$ cat src/rtl/resv_pkg.sv
// Shared defaults for the reservation register file.
// Assumes byte addressing and a power-of-two line size.
package resv_pkg;
    localparam int RF_ENTRIES    = 4;
    localparam int RF_ADDR_W     = 32;
    localparam int RF_DATA_W     = 32;
    localparam int RF_LINE_BYTES = 64;
endpackage

$ cat src/rtl/resv_match.sv
// Line-granularity address comparator.
// Compares only the line tag bits; offset bits below OFF_W are ignored.
module resv_match #(
    parameter int ADDR_W = 32,
    parameter int OFF_W  = 6
) (
    input  logic [ADDR_W-1:0] addr_a,
    input  logic [ADDR_W-1:0] addr_b,
    output logic              hit
);
    // Tag equality, offset discarded
    always_comb hit = (addr_a[ADDR_W-1:OFF_W] == addr_b[ADDR_W-1:OFF_W]);
endmodule

$ cat src/rtl/resv_entry.sv
// One reservation entry: address, valid, staged data, data-written flag.
// Priority per cycle: clear > reserve > snoop invalidation > store-contingent.
// Assumes the parent gates ld_en and sc_en by index.
module resv_entry #(
    parameter int ADDR_W = 32,
    parameter int DATA_W = 32,
    parameter int OFF_W  = 6
) (
    input  logic              clk,
    input  logic              rst_n,
    input  logic              clr,
    input  logic              ld_en,
    input  logic [ADDR_W-1:0] ld_addr,
    input  logic              sc_en,
    input  logic [DATA_W-1:0] sc_data,
    input  logic              snp_valid,
    input  logic [ADDR_W-1:0] snp_addr,
    output logic              valid_q,
    output logic              dirty_q,
    output logic [ADDR_W-1:0] addr_q,
    output logic [DATA_W-1:0] data_q
);
    logic hit_old, hit_new, kill_old, kill_new;

    resv_match #(.ADDR_W(ADDR_W), .OFF_W(OFF_W)) i_match_old (
        .addr_a(snp_addr), .addr_b(addr_q), .hit(hit_old));
    resv_match #(.ADDR_W(ADDR_W), .OFF_W(OFF_W)) i_match_new (
        .addr_a(snp_addr), .addr_b(ld_addr), .hit(hit_new));

    // Snoop kills: against the stored line, and against a line being reserved now
    always_comb begin
        kill_old = snp_valid && valid_q && hit_old;
        kill_new = snp_valid && hit_new;
    end

    // Entry state update in priority order
    always_ff @(posedge clk) begin
        if (!rst_n) begin
            valid_q <= 1'b0;
            dirty_q <= 1'b0;
            addr_q  <= '0;
            data_q  <= '0;
        end else if (clr) begin
            valid_q <= 1'b0;
            dirty_q <= 1'b0;
        end else if (ld_en) begin
            addr_q  <= ld_addr;
            data_q  <= '0;
            dirty_q <= 1'b0;
            valid_q <= !kill_new;
        end else if (kill_old) begin
            valid_q <= 1'b0;
        end else if (sc_en && valid_q) begin
            data_q  <= sc_data;
            dirty_q <= 1'b1;
        end
    end

    assert_load_R2: assert property (@(posedge clk) disable iff (!rst_n)
        (ld_en && !clr) |=> (data_q == '0) && !dirty_q && (addr_q == $past(ld_addr)));
    assert_stage_R3: assert property (@(posedge clk) disable iff (!rst_n)
        (sc_en && valid_q && !ld_en && !kill_old && !clr) |=> dirty_q && (data_q == $past(sc_data)));
    assert_ignore_R4: assert property (@(posedge clk) disable iff (!rst_n)
        (!valid_q && !ld_en && !clr) |=> $stable(data_q) && $stable(dirty_q));
    assert_snoop_R5: assert property (@(posedge clk) disable iff (!rst_n)
        (snp_valid && valid_q && hit_old && !ld_en) |=> !valid_q);
    assert_race_R6: assert property (@(posedge clk) disable iff (!rst_n)
        (ld_en && snp_valid && hit_new) |=> !valid_q);
    assert_clear_R7: assert property (@(posedge clk) disable iff (!rst_n)
        clr |=> !valid_q && !dirty_q);
endmodule

$ cat src/rtl/resv_file.sv
// Bank of reservation registers for multi-location atomic updates.
// Reserve loads an entry and returns the memory word one cycle later;
// store-contingent stages data locally; snoops drop matching reservations.
// Entry contents are exposed flat for an external commit controller.
module resv_file
    import resv_pkg::*;
#(
    parameter int NUM_ENTRIES = RF_ENTRIES,
    parameter int ADDR_W      = RF_ADDR_W,
    parameter int DATA_W      = RF_DATA_W,
    parameter int LINE_BYTES  = RF_LINE_BYTES,
    localparam int IDX_W      = (NUM_ENTRIES > 1) ? $clog2(NUM_ENTRIES) : 1,
    localparam int OFF_W      = $clog2(LINE_BYTES)
) (
    input  logic                          clk,
    input  logic                          rst_n,
    input  logic                          rr_valid,
    input  logic [IDX_W-1:0]              rr_idx,
    input  logic [ADDR_W-1:0]             rr_addr,
    input  logic [DATA_W-1:0]             rr_mem_data,
    output logic                          rsp_valid,
    output logic [DATA_W-1:0]             rsp_data,
    input  logic                          sc_valid,
    input  logic [IDX_W-1:0]              sc_idx,
    input  logic [DATA_W-1:0]             sc_data,
    input  logic                          snp_valid,
    input  logic [ADDR_W-1:0]             snp_addr,
    input  logic                          clear_all,
    output logic [NUM_ENTRIES-1:0]        ent_valid,
    output logic [NUM_ENTRIES-1:0]        ent_written,
    output logic [NUM_ENTRIES*ADDR_W-1:0] ent_addr,
    output logic [NUM_ENTRIES*DATA_W-1:0] ent_data
);
    // Reserve response: hand back the fetched word for the register write
    always_ff @(posedge clk) begin
        if (!rst_n) begin
            rsp_valid <= 1'b0;
            rsp_data  <= '0;
        end else begin
            rsp_valid <= rr_valid;
            if (rr_valid) rsp_data <= rr_mem_data;
        end
    end

    for (genvar g = 0; g < NUM_ENTRIES; g++) begin : g_entry
        logic ld_en, sc_en;
        // Index decode; a reserve to the same entry masks the store-contingent
        always_comb begin
            ld_en = rr_valid && (rr_idx == IDX_W'(g));
            sc_en = sc_valid && (sc_idx == IDX_W'(g)) && !ld_en;
        end

        resv_entry #(.ADDR_W(ADDR_W), .DATA_W(DATA_W), .OFF_W(OFF_W)) i_entry (
            .clk      (clk),
            .rst_n    (rst_n),
            .clr      (clear_all),
            .ld_en    (ld_en),
            .ld_addr  (rr_addr),
            .sc_en    (sc_en),
            .sc_data  (sc_data),
            .snp_valid(snp_valid),
            .snp_addr (snp_addr),
            .valid_q  (ent_valid[g]),
            .dirty_q  (ent_written[g]),
            .addr_q   (ent_addr[g*ADDR_W +: ADDR_W]),
            .data_q   (ent_data[g*DATA_W +: DATA_W])
        );
    end

    assert_rsp_R2: assert property (@(posedge clk) disable iff (!rst_n)
        rr_valid |=> rsp_valid && (rsp_data == $past(rr_mem_data)));
    assert_rsp_idle_R2: assert property (@(posedge clk) disable iff (!rst_n)
        !rr_valid |=> !rsp_valid);
endmodule

$ cat config.mk
export PLATFORM = sky130hd
export DESIGN_NAME = resv_file
export DESIGN_NICKNAME = d
export VERILOG_FILES = /design/src/rtl/resv_pkg.sv /design/src/rtl/resv_match.sv /design/src/rtl/resv_entry.sv /design/src/rtl/resv_file.sv
export SDC_FILE = /design/constraint.sdc
export NUM_CORES = 1
export LEC_CHECK = 0
export CELL_PAD_IN_SITES_DETAIL_PLACEMENT = 1
export CELL_PAD_IN_SITES_GLOBAL_PLACEMENT = 1
export CORE_AREA = 2 2 242 244
export DETAILED_ROUTE_END_ITERATION = 16
export DIE_AREA = 0 0 244 246
export GPL_TIMING_DRIVEN = 0
export PLACE_DENSITY_LB_ADDON = 0.1
export RECOVER_POWER = 50
export SLEW_MARGIN = 40
export SYNTH_ARGS = -nofsm -noshare
export SYNTH_HDL_FRONTEND = slang
export SYNTH_HIERARCHICAL = 1
export SYNTH_SLANG_ARGS = --single-unit
export TNS_END_PERCENT = 50
$ cat constraint.sdc
create_clock -name clk -period 2.44 [get_ports clk]
set_clock_uncertainty 0.2 [all_clocks]
set_input_delay 0.366 -clock clk [delete_from_list [all_inputs] [get_ports clk]]
set_output_delay 0.366 -clock clk [all_outputs]
set_load 0.05 [all_outputs]
==> flow_metrics.py <==
metrics = {
    "status": {
        "status": "complete, but fails checks",
        "violations": "negative setup slack",
    },
    "sta": {
        "period_share": 1.04,
        "tightest_slew_ns": 0.810,
        "finalCriticalPeriod_ns": 2.54,
        "setup_slack_ns": -0.0962,
        "finalHoldViolations": 0,
        "maxSlewHeadroom": 0.463,
        "slew_violations": 0,
        "setup_violations": 144,
        "rsz0062_at_grt": "true",
        "max_freq_ghz": 0.394,
    },
    "cts": {
        "clockBufferDepth": 3,
        "htree_levels": 2,
        "numCtsBuffers": 40,
        "clock-root-buffer": "clkbuf_16",
        "clock_latency_ns": 0.57,
        "cts_tree": "built",
        "clkTransAtPathRegs_ns": 0.06,
        "clock-sinks": 297,
    },
    "die": {
        "fp.dieH_um": 246,
        "die_area_mm2": 0.0600,
        "initial_core_util": 0.298,
        "io_pins": 435,
        "fp.dieW_um": 244,
        "coreArea_mm2": 0.0574,
        "fp-row-count": 88,
    },
    "setup_path": {
        "path_class": "flip-flop to flip-flop",
        "cp_max_fo": 10,
        "cp.arrival_ns": 2.78,
        "critPathRequiredTime_ns": 2.68,
        "crit_path_start": "g_entry[3].i_entry/addr_q[25]",
        "end_kind": "flip-flop",
        "r2r-start": "g_entry[3].i_entry/addr_q[25]",
        "startpoint_type": "flip-flop",
    },
    "power_and_ir_drop": {
        "ir_drop_mv": 0.413,
        "power_density_mw_per_mm2": 531,
        "p_leak_nw": 9.13,
    },
    "finish": {
        "fin_cells": 3182,
        "layout-drive-gt1-share": 0.216,
        "syn_to_final_growth_pct": 44.8,
        "num-fill-cells": 6505,
        "final_common_cell": "clkdlybuf4s50_1",
        "final_nets": 2522,
        "fin_util": 0.431,
        "final_cell_mix": "309 x clkdlybuf4s50_1, 263 x dfxtp_1, 258 x nand2_1",
        "final_cell_area_mm2": 0.0247,
    },
    "global_routing": {
        "first_global_vias": 17458,
        "grt_max_degree": 19,
        "grt_util_all_layers": 0.252,
        "grt_pass1_wl_um": 114000,
        "antenna_found_initial": 8,
        "grt_overflow": 0,
    },
    "hold_path": {
        "hold_class": "input pin to flip-flop",
        "hold_start": "rst_n",
    },
    "flow_run": {
        "drv_cap": 0,
    },
    "drt": {
        "wl_per_cell_um": 24.7,
        "routed_wl_um": 78700,
        "drcViolationCount": 0,
        "vias_per_cell": 5.27,
        "drtIter0Drc": 771,
        "first_pass_iters": 5,
        "postRouteAntennaNets": 0,
        "vias": 16761,
    },
    "yosys": {
        "syn-instance-count": 1888,
        "yosysTopAreaCell": "dfxtp_1",
        "synth_top_area_share": 0.348,
        "syn_area_mm2": 0.0171,
        "ys_types": 39,
        "avgSynthCellArea_um2": 9.04,
        "synthTopCellsByArea": "dfxtp_1 35%, nand3_1 7.4%, o211ai_2 7.3%, xor2_1 6.6%, nor4bb_1 6.3%",
        "yosys_register_bits": 297,
        "ys_warn_count": 6,
        "syn_nets": 2026,
        "ys_seq_area_frac": 0.348,
    },
    "place": {
        "gp_congestion": 0.875,
        "place_hpwl_um": 57100,
        "place_inst": 3079,
        "dpl-instance-area_mm2": 0.0223,
        "portBuffers": 426,
    },
}
-- stage by stage --
step / setup slack, ns / TNS, ns / power, mW / hold slack, ns
finish: -0.0962 / -6.11 / 13.1 / 0.114
global route: -0.160 / -18.28 / 13.6 / 0.117
CTS: -0.0687 / -2.87 / 13.3 / 0.113
detailed placement: -1.64 / -203.32 / 7.14 / 0.251
global placement: -1.62 / -252.56 / 7.10 / 0.244
floorplan: -0.0155 / -0.386 / 6.21 / 0.280
-- worst max-delay path, stage by stage (launching register included) --
cell and delay, ns:
dfxtp_2 0.35, xor2_1 0.20, nor4_4 0.42, nand3_2 0.20
nor4_4 0.39, a21boi_4 0.12, buf_6 0.18, buf_8 0.14
nand4_1 0.12, o221ai_2 0.11
-- what timing repair did --
item | CTS | global route
cloned | 4 | 7
hold endpoints to repair | 18 | 0
hold buffers | 2 | 0
setup endpoints to repair | 155 | 144
resized for setup | 167 | 63
pin swaps | 63 | 76
buffers inserted | 17 | 2
-- where the power goes --
| part | switching (mW) | internal [mW] |
|---|---|---|
| Combinational | 1.34 | 0.771 |
| Sequential | 0.0656 | 4.93 |
| Clock | 2.40 | 3.61 |
| Total | 3.81 | 9.32 |
-- layout make-up --
| class | count | area [um2] | area share |
|---|---|---|---|
| clock inverter | 15 | 168 | 0.00678 |
| buffer | 183 | 1350 | 0.0546 |
| timing repair buffer | 458 | 4640 | 0.188 |
| tap | 765 | 957 | 0.0387 |
| antenna | 3 | 7.51 | 0.000304 |
| multi-input combinational | 1399 | 10400 | 0.421 |
| clock buffer | 57 | 1150 | 0.0467 |
| inverter | 5 | 28.8 | 0.00116 |
| sequential | 297 | 6000 | 0.242 |
-- path summary, 6_finish.rpt --
kind	end	slack, ns	cells past startpoint
worst max-delay path	g_entry[3].i_entry/data_q[30]	-0.1	9
worst max register to register	g_entry[3].i_entry/data_q[30]	-0.1	9
worst min-delay path	rsp_data[31]	0.11	2
worst min register to register	g_entry[1].i_entry/addr_q[3]	0.25	2
-- cells by family after synthesis --
logic type / after synthesis / synth area share
XOR/XNOR: 208 / 0.107
buffers and inverters: 192 / 0.0791
flip-flops: 297 / 0.348
AND/OR/NAND/NOR: 890 / 0.307
AO/OA/AOI/OAI: 269 / 0.140
multiplexers: 32 / 0.0188
-- metal layers --
| metal | up-vias | part of all wire | global-route usage |
|---|---|---|---|
| met2 | 486 | 0.48 | 0.436 |
| met3 | 117 | 0.063 | 0.0619 |
| met4 | 12 | 0.030 | 0.0751 |
| met5 | - | 0.0010 | 0 |
| li1 | 7790 | - | - |
| met1 | 8356 | 0.42 | 0.309 |
-- Yosys cell counts, drive strengths merged --
| cell | number |
|---|---|
| dfxtp | 297 |
| nand2 | 258 |
| nand3 | 252 |
| buf | 148 |
| a21oi | 132 |
| nand3b | 128 |
| xor2 | 128 |
| nor4bb | 108 |
| o211ai | 108 |
| xnor2 | 80 |
| nor4 | 40 |
| clkbuf | 39 |
| nand4 | 36 |
| nor2b | 36 |
| mux2i | 32 |
| o221ai | 20 |
| nor2 | 9 |
| nand2b | 8 |
| and2 | 5 |
| inv | 5 |
| nor3 | 5 |
| a21boi | 4 |
| a311oi | 4 |
| nor3b | 2 |
| and3 | 1 |
| and3b | 1 |
| nor4b | 1 |
| o2111a | 1 |
-- flip-flops by register name (all words and copies together) (netlist names) --
| register | flops |
|---|---|
| g_entry.i_entry/dirty_q | 4 |
| rsp_valid | 1 |
| rsp_data | 32 |
| g_entry.i_entry/data_q | 128 |
| g_entry.i_entry/addr_q | 128 |
| g_entry.i_entry/valid_q | 4 |
Note: power is estimated with default switching activity, not from simulation.
